`config.mk`:
```
export PLATFORM = sky130hd
export DESIGN_NAME = sol_fault_spi
export DESIGN_NICKNAME = d
export VERILOG_FILES = /design/src/rtl/sfs_pkg.sv /design/src/rtl/sfs_sync.sv /design/src/rtl/sfs_shifter.sv /design/src/rtl/sfs_fault_bank.sv /design/src/rtl/sol_fault_spi.sv
export SDC_FILE = /design/constraint.sdc
export NUM_CORES = 1
export LEC_CHECK = 0
export ABC_AREA = 1
export BUFFER_PORTS_ARGS = -buffer_cell sky130_fd_sc_hd__buf_2
export CAP_MARGIN = 20
export CORE_UTILIZATION = 50
export CTS_CLUSTER_SIZE = 12
export DETAILED_ROUTE_END_ITERATION = 8
export GPL_ROUTABILITY_DRIVEN = 0
export GPL_TIMING_DRIVEN = 0
export PLACE_DENSITY_LB_ADDON = 0.15
export SYNTH_ARGS = -nofsm -noshare
export SYNTH_HDL_FRONTEND = slang
export SYNTH_HIERARCHICAL = 1
export SYNTH_SLANG_ARGS = --single-unit
```
`constraint.sdc`:
```
create_clock -name clk -period 1.2 [get_ports clk]
set_input_delay 0.3 -clock clk [delete_from_list [all_inputs] [get_ports clk]]
set_output_delay 0.3 -clock clk [all_outputs]
set_load 0.02 [all_outputs]
```
`src/rtl/sfs_pkg.sv`:
```
package sfs_pkg;
  localparam int unsigned NSOL   = 5;
  localparam int unsigned BYTE_W = 8;
  localparam int unsigned FRAME_W = 2 * BYTE_W;

  // Status byte layout: channels 4,3,2,1,5 (index 3,2,1,0,4) then zero padding
  function automatic logic [BYTE_W-1:0] build_status(input logic [NSOL-1:0] flags);
    logic [BYTE_W-1:0] s;
    s = '0;
    s[BYTE_W-1] = flags[3];
    s[BYTE_W-2] = flags[2];
    s[BYTE_W-3] = flags[1];
    s[BYTE_W-4] = flags[0];
    s[BYTE_W-5] = flags[4];
    return s;
  endfunction
endpackage

```
`src/rtl/sfs_sync.sv`:
```
module sfs_sync #(
  parameter int unsigned W = 1,
  parameter logic [W-1:0] RST_VAL = '0
) (
  input  logic         clk,
  input  logic         rst_n,
  input  logic [W-1:0] d,
  output logic [W-1:0] q
);
  for (genvar i = 0; i < W; i++) begin : g_bit
    logic meta_q;
    logic stab_q;
    always_ff @(posedge clk or negedge rst_n) begin
      if (!rst_n) begin
        meta_q <= RST_VAL[i];
        stab_q <= RST_VAL[i];
      end else begin
        meta_q <= d[i];
        stab_q <= meta_q;
      end
    end
    assign q[i] = stab_q;
  end
endmodule

```
`src/rtl/sfs_shifter.sv`:
```
module sfs_shifter #(
  parameter int unsigned FRAME_W = 16,
  parameter int unsigned BYTE_W  = 8,
  parameter int unsigned CNT_W   = 8
) (
  input  logic               clk,
  input  logic               rst_n,
  input  logic               cs_s,
  input  logic               sclk_s,
  input  logic               sdi_s,
  input  logic [FRAME_W-1:0] load_word,
  output logic               sel,
  output logic               sdo_q,
  output logic               xfer_start,
  output logic               xfer_accept,
  output logic [BYTE_W-1:0]  rx_byte,
  output logic [CNT_W-1:0]   bit_cnt
);
  localparam logic [CNT_W-1:0] CNT_MAX   = {CNT_W{1'b1}};
  localparam logic [CNT_W-1:0] LEN_SHORT = CNT_W'(BYTE_W);
  localparam logic [CNT_W-1:0] LEN_LONG  = CNT_W'(FRAME_W);
  localparam int unsigned      ALIGN_B   = $clog2(BYTE_W);

  logic               cs_d, sclk_d;
  logic [FRAME_W-1:0] sh_q, sh_n;
  logic               sdo_n;
  logic [CNT_W-1:0]   cnt_q, cnt_n;
  logic               cs_fall, cs_rise, sclk_rise, sclk_fall, len_ok;

  assign sel       = ~cs_s;
  assign cs_fall   = cs_d & ~cs_s;
  assign cs_rise   = ~cs_d & cs_s;
  assign sclk_rise = sel & sclk_s & ~sclk_d;
  assign sclk_fall = sel & ~sclk_s & sclk_d;

  assign len_ok = (cnt_q == LEN_SHORT) ||
                  ((cnt_q >= LEN_LONG) && (cnt_q[ALIGN_B-1:0] == '0));

  assign xfer_start  = cs_fall;
  assign xfer_accept = cs_rise & len_ok;
  assign rx_byte     = sh_q[BYTE_W-1:0];
  assign bit_cnt     = cnt_q;

  always_comb begin
    sh_n  = sh_q;
    sdo_n = sdo_q;
    cnt_n = cnt_q;
    if (cs_fall) begin
      sh_n  = load_word;
      sdo_n = load_word[FRAME_W-1];
      cnt_n = '0;
    end else if (sclk_rise) begin
      sh_n = {sh_q[FRAME_W-2:0], sdi_s};
      if (cnt_q != CNT_MAX) cnt_n = cnt_q + 1'b1;
    end else if (sclk_fall && (cnt_q != '0)) begin
      sdo_n = sh_q[FRAME_W-1];
    end
  end

  always_ff @(posedge clk or negedge rst_n) begin
    if (!rst_n) begin
      cs_d   <= 1'b1;
      sclk_d <= 1'b0;
      sh_q   <= '0;
      sdo_q  <= 1'b0;
      cnt_q  <= '0;
    end else begin
      cs_d   <= cs_s;
      sclk_d <= sclk_s;
      sh_q   <= sh_n;
      sdo_q  <= sdo_n;
      cnt_q  <= cnt_n;
    end
  end
endmodule

```
`src/rtl/sfs_fault_bank.sv`:
```
module sfs_fault_bank #(
  parameter int unsigned NSOL = 5
) (
  input  logic            clk,
  input  logic            rst_n,
  input  logic            clr_all,
  input  logic [NSOL-1:0] set_in,
  input  logic            xfer_start,
  input  logic            xfer_accept,
  output logic [NSOL-1:0] flags_q
);
  logic [NSOL-1:0] late_q, late_n, flags_n;

  // late_q gathers events since the status snapshot; accept keeps only those
  always_comb begin
    flags_n = flags_q | set_in;
    late_n  = late_q | set_in;
    if (clr_all) begin
      flags_n = '0;
      late_n  = '0;
    end else if (xfer_accept) begin
      flags_n = late_q | set_in;
      late_n  = '0;
    end else if (xfer_start) begin
      late_n = set_in;
    end
  end

  always_ff @(posedge clk or negedge rst_n) begin
    if (!rst_n) begin
      flags_q <= '0;
      late_q  <= '0;
    end else begin
      flags_q <= flags_n;
      late_q  <= late_n;
    end
  end
endmodule

```
`src/rtl/sol_fault_spi.sv`:
```
module sol_fault_spi
  import sfs_pkg::*;
#(
  parameter int unsigned CNT_W = 8
) (
  input  logic            clk,
  input  logic            rst_n,
  input  logic            host_reset,
  input  logic            cs_n,
  input  logic            sclk,
  input  logic            sdi,
  input  logic [NSOL-1:0] fault_set,
  output logic            sdo,
  output logic            sdo_oe
);
  logic               host_rst_s, cs_s, sclk_s, sdi_s;
  logic               sel, sdo_q, xfer_start, xfer_accept;
  logic [BYTE_W-1:0]  rx_byte;
  logic [CNT_W-1:0]   bit_cnt;
  logic [NSOL-1:0]    fault_q;
  logic [BYTE_W-1:0]  echo_q, echo_n;
  logic [FRAME_W-1:0] load_word;

  sfs_sync #(.W(4), .RST_VAL(4'b0100)) i_sync (
    .clk   (clk),
    .rst_n (rst_n),
    .d     ({host_reset, cs_n, sclk, sdi}),
    .q     ({host_rst_s, cs_s, sclk_s, sdi_s})
  );

  assign load_word = {build_status(fault_q), echo_q};

  sfs_shifter #(.FRAME_W(FRAME_W), .BYTE_W(BYTE_W), .CNT_W(CNT_W)) i_shift (
    .clk         (clk),
    .rst_n       (rst_n),
    .cs_s        (cs_s),
    .sclk_s      (sclk_s),
    .sdi_s       (sdi_s),
    .load_word   (load_word),
    .sel         (sel),
    .sdo_q       (sdo_q),
    .xfer_start  (xfer_start),
    .xfer_accept (xfer_accept),
    .rx_byte     (rx_byte),
    .bit_cnt     (bit_cnt)
  );

  sfs_fault_bank #(.NSOL(NSOL)) i_faults (
    .clk         (clk),
    .rst_n       (rst_n),
    .clr_all     (host_rst_s),
    .set_in      (fault_set),
    .xfer_start  (xfer_start),
    .xfer_accept (xfer_accept),
    .flags_q     (fault_q)
  );

  always_comb begin
    echo_n = echo_q;
    if (host_rst_s)       echo_n = '0;
    else if (xfer_accept) echo_n = rx_byte;
  end

  always_ff @(posedge clk or negedge rst_n) begin
    if (!rst_n) echo_q <= '0;
    else        echo_q <= echo_n;
  end

  assign sdo    = host_rst_s | sdo_q;
  assign sdo_oe = sel;
endmodule

```
Word-level counts from Yosys, hierarchy flattened

Cells that the tools add are included.
W data, S select, Z words.

Bits in registers: 53
Bits in latches: 0
Memory bits (writable): 0
Memory bits (read-only): 0
Bits of input ports: 11
Memories: 0

Add/subtract/negate cells: 1
Multiply operators: 0
Div/mod/pow operators: 0
Magnitude comparators: 1
Equality and inequality tests: 3
Shift-type cells: 0
Muxes and demuxes: 15
Bitwise operators: 14
Reduce and logical (&&, ||, !) cells: 11

Operator list:

| kind                  | count |
|---|---|
| $mux W8               | 5 |
| $mux W16              | 2 |
| $mux W5               | 5 |
| $or A5 B5 Y5          | 2 |
| $add A8 B1 Y8 const B | 1 |
| $eq A8 B4 Y1 const B  | 1 |
| $ge A8 B5 Y1 const B  | 1 |
| $ne A8 B8 Y1 const B  | 1 |
| $reduce_bool A2 Y1    | 4 |
| $reduce_bool A8 Y1    | 1 |
| $and A1 B1 Y1         | 7 |
| $not A1 Y1            | 4 |
| $reduce_and A2 Y1     | 2 |
| $logic_not A3 Y1      | 1 |
| $mux W1               | 3 |
| $logic_and A1 B1 Y1   | 2 |
| $ne A2 B1 Y1 const B  | 1 |
| $logic_or A1 B1 Y1    | 1 |
| $or A1 B1 Y1          | 1 |

Depth between registers and ports, before layout

Depth in word-level cells: 7
Mapped depth: 10
Mapped depth without buffers: 8

Modules after synthesis

The synthesis kept the hierarchy.

By module, submodules not included:

| module         | times used | cells an instance | area an instance (um^2) | sequential area each (um^2) |
|---|---|---|---|---|
| sfs_shifter    | 1          | 187               | 1,453.9                 | 676.9 |
| sfs_fault_bank | 1          | 58                | 445.4                   | 250.2 |
| sol_fault_spi  | 1          | 37                | 345.3                   | 200.2 |
| sfs_sync       | 1          | 12                | 232.7                   | 202.7 |

Worst setup path after synthesis

No wires, ideal clock.

Path type: register to register
Start point: register i_sync.g_bit[2].stab_q
End point: register i_faults.flags_q[0]
Arrival: 1.275 ns
Setup slack: -0.195 ns
Stages on the path, launching flop included: 10
Clock period less this slack: 1.395 ns
Cells stage by stage: dfstp_2 buf_4 inv_2 nor2_1 nand4_1 inv_1 buf_4 nor2_1 nor2_1 nor2_1

Longest elaborated chain between the ends: 4

Ends and longest elaborated chain:

| item                          | RTL line             | RTL |
|---|---|---|
| start, declared               | sfs_sync.sv:12       | `logic stab_q;` |
| start signal, assigned        | sfs_sync.sv:16       | `stab_q <= RST_VAL[i];` |
| start signal, assigned        | sfs_sync.sv:19       | `stab_q <= meta_q;` |
| $and A1 B1 Y1                 | sfs_shifter.sv:32    | `assign cs_rise = ~cs_d & cs_s;` |
| $and A1 B1 Y1                 | sfs_shifter.sv:40    | `assign xfer_accept = cs_rise & len_ok;` |
| named net xfer_accept         | sol_fault_spi.sv:17  | `logic sel, sdo_q, xfer_start, xfer_accept;` |
| $mux W5                       | sfs_fault_bank.sv:21 | `end else if (xfer_accept) begin` |
| $mux W5                       | sfs_fault_bank.sv:18 | `if (clr_all) begin` |
| named net i_faults.flags_n[0] | sfs_fault_bank.sv:12 | `logic [NSOL-1:0] late_q, late_n, flags_n;` |
| end signal, assigned          | sfs_fault_bank.sv:34 | `flags_q <= flags_n;` |
| end, declared                 | sfs_fault_bank.sv:10 | `output logic [NSOL-1:0] flags_q` |

The timed path passes the listed nets, and every way through them passes these cells.
A chain may end at the register's enable or synchronous reset.

Worst setup path in the final report

Start point: register i_shift.cnt_q[0] (netlist: i_shift/bit_cnt[0])
End point: register i_faults.late_q[1]

Longest elaborated chain between the ends: 6
Elaborated cells between the ends (all ways): 8
Those cells by class: order compare: 1; eq/ne: 1; mux: 2; bitwise: 1; reduce/logical: 3

Ends and longest elaborated chain:

| item                                             | RTL line             | RTL |
|---|---|---|
| start, declared                                  | sfs_shifter.sv:27    | `logic [CNT_W-1:0] cnt_q, cnt_n;` |
| start signal, assigned                           | sfs_shifter.sv:72    | `cnt_q <= cnt_n;` |
| $ge A8 B5 Y1 or $logic_not A3 Y1 (tied branches) | sfs_shifter.sv:37    | `((cnt_q >= LEN_LONG) && (cnt_q[ALIGN_B-1:0] == '0));` |
| $logic_and A1 B1 Y1                              | sfs_shifter.sv:37    |  |
| $logic_or A1 B1 Y1 *                             | sfs_shifter.sv:36    | `assign len_ok = (cnt_q == LEN_SHORT) \|\|` |
| $and A1 B1 Y1 *                                  | sfs_shifter.sv:40    |  |
| named net xfer_accept                            | sol_fault_spi.sv:17  |  |
| $mux W5 *                                        | sfs_fault_bank.sv:21 |  |
| $mux W5 *                                        | sfs_fault_bank.sv:18 |  |
| named net i_faults.late_n[1]                     | sfs_fault_bank.sv:12 |  |
| end signal, assigned                             | sfs_fault_bank.sv:35 | `late_q <= late_n;` |
| end, declared                                    | sfs_fault_bank.sv:12 |  |

The timed path passes the listed nets; every way through them passes the cells marked *.

==> qor.txt <==
SYNTH
-------------------------------------------------------------------------------------
Synth async-reset ratio                                                          100%
Top cells by area, synth                                                 sky130_fd_sc_hd__dfrtp_1, sky130_fd_sc_hd__nand2_1, sky130_fd_sc_hd__nand3_1
Count of cell types in the netlist                                                 27
Synth top area share                                                            50.5%
XOR/XNOR share of the synthesized area                                         0.354%
Synthesis-stage register bit count                                                 53
Top-count cell post-synth                                                sky130_fd_sc_hd__nand2_1
Area fraction in and, or, nand and nor cells after synthesis                    31.5%
Avg Cell Area, Syn                                                         8.43 sq um
Sequential-to-total area share from yosys stat                                  53.7%
Share of synthesized area spent on multiplexers                                    0%
Most numerous cell types in the synthesized netlist                      sky130_fd_sc_hd__nand2_1, sky130_fd_sc_hd__dfrtp_1, sky130_fd_sc_hd__nor2_1
Most instantiated flip-flop cell in the synthesis netlist                sky130_fd_sc_hd__dfrtp_1
Combinational family with the most area after synthesis                  simple AND/OR/NAND/NOR gates
Combined area of all synthesized cells                                   0.00248 sq mm
Yosys top cell by area                                                   sky130_fd_sc_hd__dfrtp_1
Synth Area in Compound Gates                                                    3.59%
Adder and majority gate portion of the synthesized area                         1.01%
Instance count of the mapped netlist                                              294
Number of synthesized flops with an enable pin                                      0
Count of yosys warnings during synthesis                                            6

WORST SETUP PATH
-------------------------------------------------------------------------------------
Worst Path Required                                                           1430 ps
Endpoint of the worst register-to-register path                          i_faults/late_q[1]
Setup crit start kind                                                       flip-flop
WS Path Type                                                             flip-flop to flip-flop
FF-to-FF path depth                                                                 7
Worst Path Max Fanout                                                               5
Critical path depth in cells                                                        7
Reg2Reg Setup Slack                                                           -280 ps
Sort of element at the end of the critical path                             flip-flop
Cell class contributing the biggest share of worst-path delay            simple AND/OR/NAND/NOR gates
Cell Chain, Critical Path                                                inv_1 > ha_2 > nand4_1 > inv_4 > buf_6 > or2_4 > nor2_1
Cell type of the slowest stage on the worst timing path                  sky130_fd_sc_hd__dfrtp_1
Buffers plus inverters on the worst setup path                                      3
Signal arrival time at the worst endpoint                                     1720 ps
CP max stage delay                                                             440 ps
Startpoint of the worst-slack reg-to-reg timing path                     i_shift/bit_cnt[0]

GLOBAL ROUTE
-------------------------------------------------------------------------------------
Initial antenna violation count                                                     0
First-pass GRT wire length                                                    8960 um
Vias in the first global route                                                   1934
Grt ovf                                                                             0
Pin count of the biggest net entering global routing                               33
GR Util All Layers                                                              22.2%

CLOCKING
-------------------------------------------------------------------------------------
Root Buffer                                                              sky130_fd_sc_hd__clkbuf_8
Largest buffer count on any clock path                                              2
TritonCTS Sinks                                                                    53
Clock-pin slew of the registers on the worst-case setup and hold paths          90 ps
Clock tree from TritonCTS                                                       built
H-tree lvl count                                                                    2
Cts bufs inserted                                                                   5
Clock network latency to the later pin of the worst-skew pair                  300 ps

FLOORPLAN
-------------------------------------------------------------------------------------
Core Footprint                                                           0.00475 sq mm
Overall die area                                                         0.00524 sq mm
Vertical die dimension                                                        72.4 um
Number of top-level pins                                                           13
Cell Rows                                                                          25
Die W                                                                         72.4 um
Initial Utilization                                                             52.1%

TIMING
-------------------------------------------------------------------------------------
Highest achievable clock rate                                                 674 MHz
Final number of setup-violating endpoints                                          45
Fin Setup TNS                                                               -10800 ps
RSZ-0062 raised after global routing                                             true
Number of endpoints with negative hold slack in the final report                    0
Final setup skew                                                              11.4 ps
Smallest setup slack after layout                                             -283 ps
Final Critical Period                                                         1480 ps
Number of pins with negative max-slew slack in the final report                     0
Final worst-path cycle share                                                     124%

LAYOUT
-------------------------------------------------------------------------------------
Area Overhead vs Synth                                                          39.7%
Post-Route Utilization                                                          72.8%
Diodes inserted                                                                     0
Fin nets                                                                          365
Share of cells above drive strength 1                                           44.5%
Number of filler cells placed in the layout                                       319

ROUTE
-------------------------------------------------------------------------------------
Initial DRC count                                                                 155
Vias/cell                                                                        5.01
Aggregate routed wire length                                                  5830 um
Router iterations before antenna repair                                             5
DRC errors left                                                                     0
DRT antenna net count                                                               0
Total via count after detailed routing                                           2106
Detail-routed net length per standard cell                                    13.9 um

POWER
-------------------------------------------------------------------------------------
Power, Total                                                                  3470 uW
Worst-case vdd ir drop                                                     0.000794 V
Leakage power figure                                                       0.00181 uW
Power Dens Cells                                                         1000 mW/mm^2

PLACED DESIGN
-------------------------------------------------------------------------------------
Post-Place Setup Slack                                                        -238 ps
Detailed placement HPWL                                                       3060 um
Count of input and output buffers                                                  12

WORST HOLD PATH
-------------------------------------------------------------------------------------
End point of the most critical hold path                                 i_sync/g_bit[2].meta_q
Class of the tightest hold or removal check                              primary input to flip-flop
Cell depth of the worst min-delay path                                              1
Startpoint of the most critical hold path                                        cs_n

JOB
-------------------------------------------------------------------------------------
Count of max-cap constraint violations                                              0

OUTCOME
-------------------------------------------------------------------------------------
Violations in the final reports                                          setup timing
Status                                                                   finished, violations left

where the power goes:
part	switching (uW)	leakage, uW	internal [uW]
registers	88.5	0.000682	1890
logic	286	0.00109	248
clock network	546	0.0000395	416
worst max-delay path by stage:
stage                      startpoint                  end  slack, ps
2_1_floorplan  i_sync/g_bit[2].stab_q  i_faults/flags_q[0]        -90
3_3_place_gp             i_shift/cs_d   i_faults/late_q[3]       -210
3_5_place_dp             i_shift/cs_d   i_faults/late_q[4]       -240
4_1_cts        i_sync/g_bit[3].stab_q                  sdo       -250
5_1_grt            i_shift/bit_cnt[0]  i_faults/flags_q[2]       -390
6_report           i_shift/bit_cnt[0]   i_faults/late_q[1]       -280
area by class of cell:
| type | instances | area (sq um) | area share [%] |
|---|---|---|---|
| plain buffers | 15 | 143 | 4.12 |
| clock buffers | 8 | 80.1 | 2.31 |
| inverters | 27 | 134 | 3.87 |
| multi-input cells | 200 | 1240 | 35.9 |
| flip-flops and latches | 53 | 1330 | 38.5 |
| well taps | 67 | 83.8 | 2.42 |
| repair buffers | 49 | 442 | 12.8 |
| repair inverters | 1 | 6.26 | 0.181 |
kinds of logic after synthesis:
kind of cell    Yosys count
simple gates            176
xor+xnor                  1
other cells               1
fa+ha+maj                 2
buf+inv                  44
flops                    53
compound gates           17
placed cells by master, fill, tap and decap left out, types with 5 or more instances in the layout:
| master | n |
|---|---|
| sky130_fd_sc_hd__buf_4 | 30 |
| sky130_fd_sc_hd__nand2_4 | 12 |
| sky130_fd_sc_hd__nand3_1 | 14 |
| sky130_fd_sc_hd__nor2_2 | 6 |
| sky130_fd_sc_hd__inv_1 | 19 |
| sky130_fd_sc_hd__buf_6 | 17 |
| sky130_fd_sc_hd__dfrtp_1 | 49 |
| sky130_fd_sc_hd__nand3_2 | 13 |
| sky130_fd_sc_hd__nand2_2 | 27 |
| sky130_fd_sc_hd__nor2_1 | 22 |
| sky130_fd_sc_hd__nand2_1 | 68 |
| sky130_fd_sc_hd__buf_2 | 9 |
| sky130_fd_sc_hd__clkbuf_8 | 5 |
state kept, by name (all words and copies together), names as in the netlist, 4 cells and up:
| name | flops |
|---|---|
| echo_q | 8 |
| i_shift/sh_q | 16 |
| i_shift/bit_cnt | 8 |
| i_sync/g_bit.meta_q | 4 |
| i_faults/late_q | 5 |
| i_faults/flags_q | 5 |
| i_sync/g_bit.stab_q | 4 |
routing by layer:
metal	part of all wire, %	vias up	global-route usage [%]
li1	-	1020	-
met1	42	1005	29.3
met2	51	63	37.8
met3	4.0	18	3.47
met4	2.8	0	6.32
met5	0	-	0
per-stage QoR:
stage / cell area [sq um] / instances / hold slack (ps)
after global placement: 2640 / 375 / 333
after global routing: 3460 / 420 / 74.1
final: 3460 / 420 / 96.8
after detailed placement: 2660 / 376 / 301
after CTS: 3230 / 413 / 89.5
after floorplan: 2500 / 296 / 4.41
repair_timing:
| action | 4_1_cts | 5_1_grt |
|---|---|---|
| setup buffers | 23 | 10 |
| resized for setup | 78 | 56 |
| hold buffers | 1 | 0 |
| setup endpoints to repair | 44 | 48 |
| hold endpoints to repair | 21 | 0 |
| pin swaps | 25 | 29 |
| gates cloned | 6 | 0 |
Note: power is estimated with default switching activity, not from simulation.
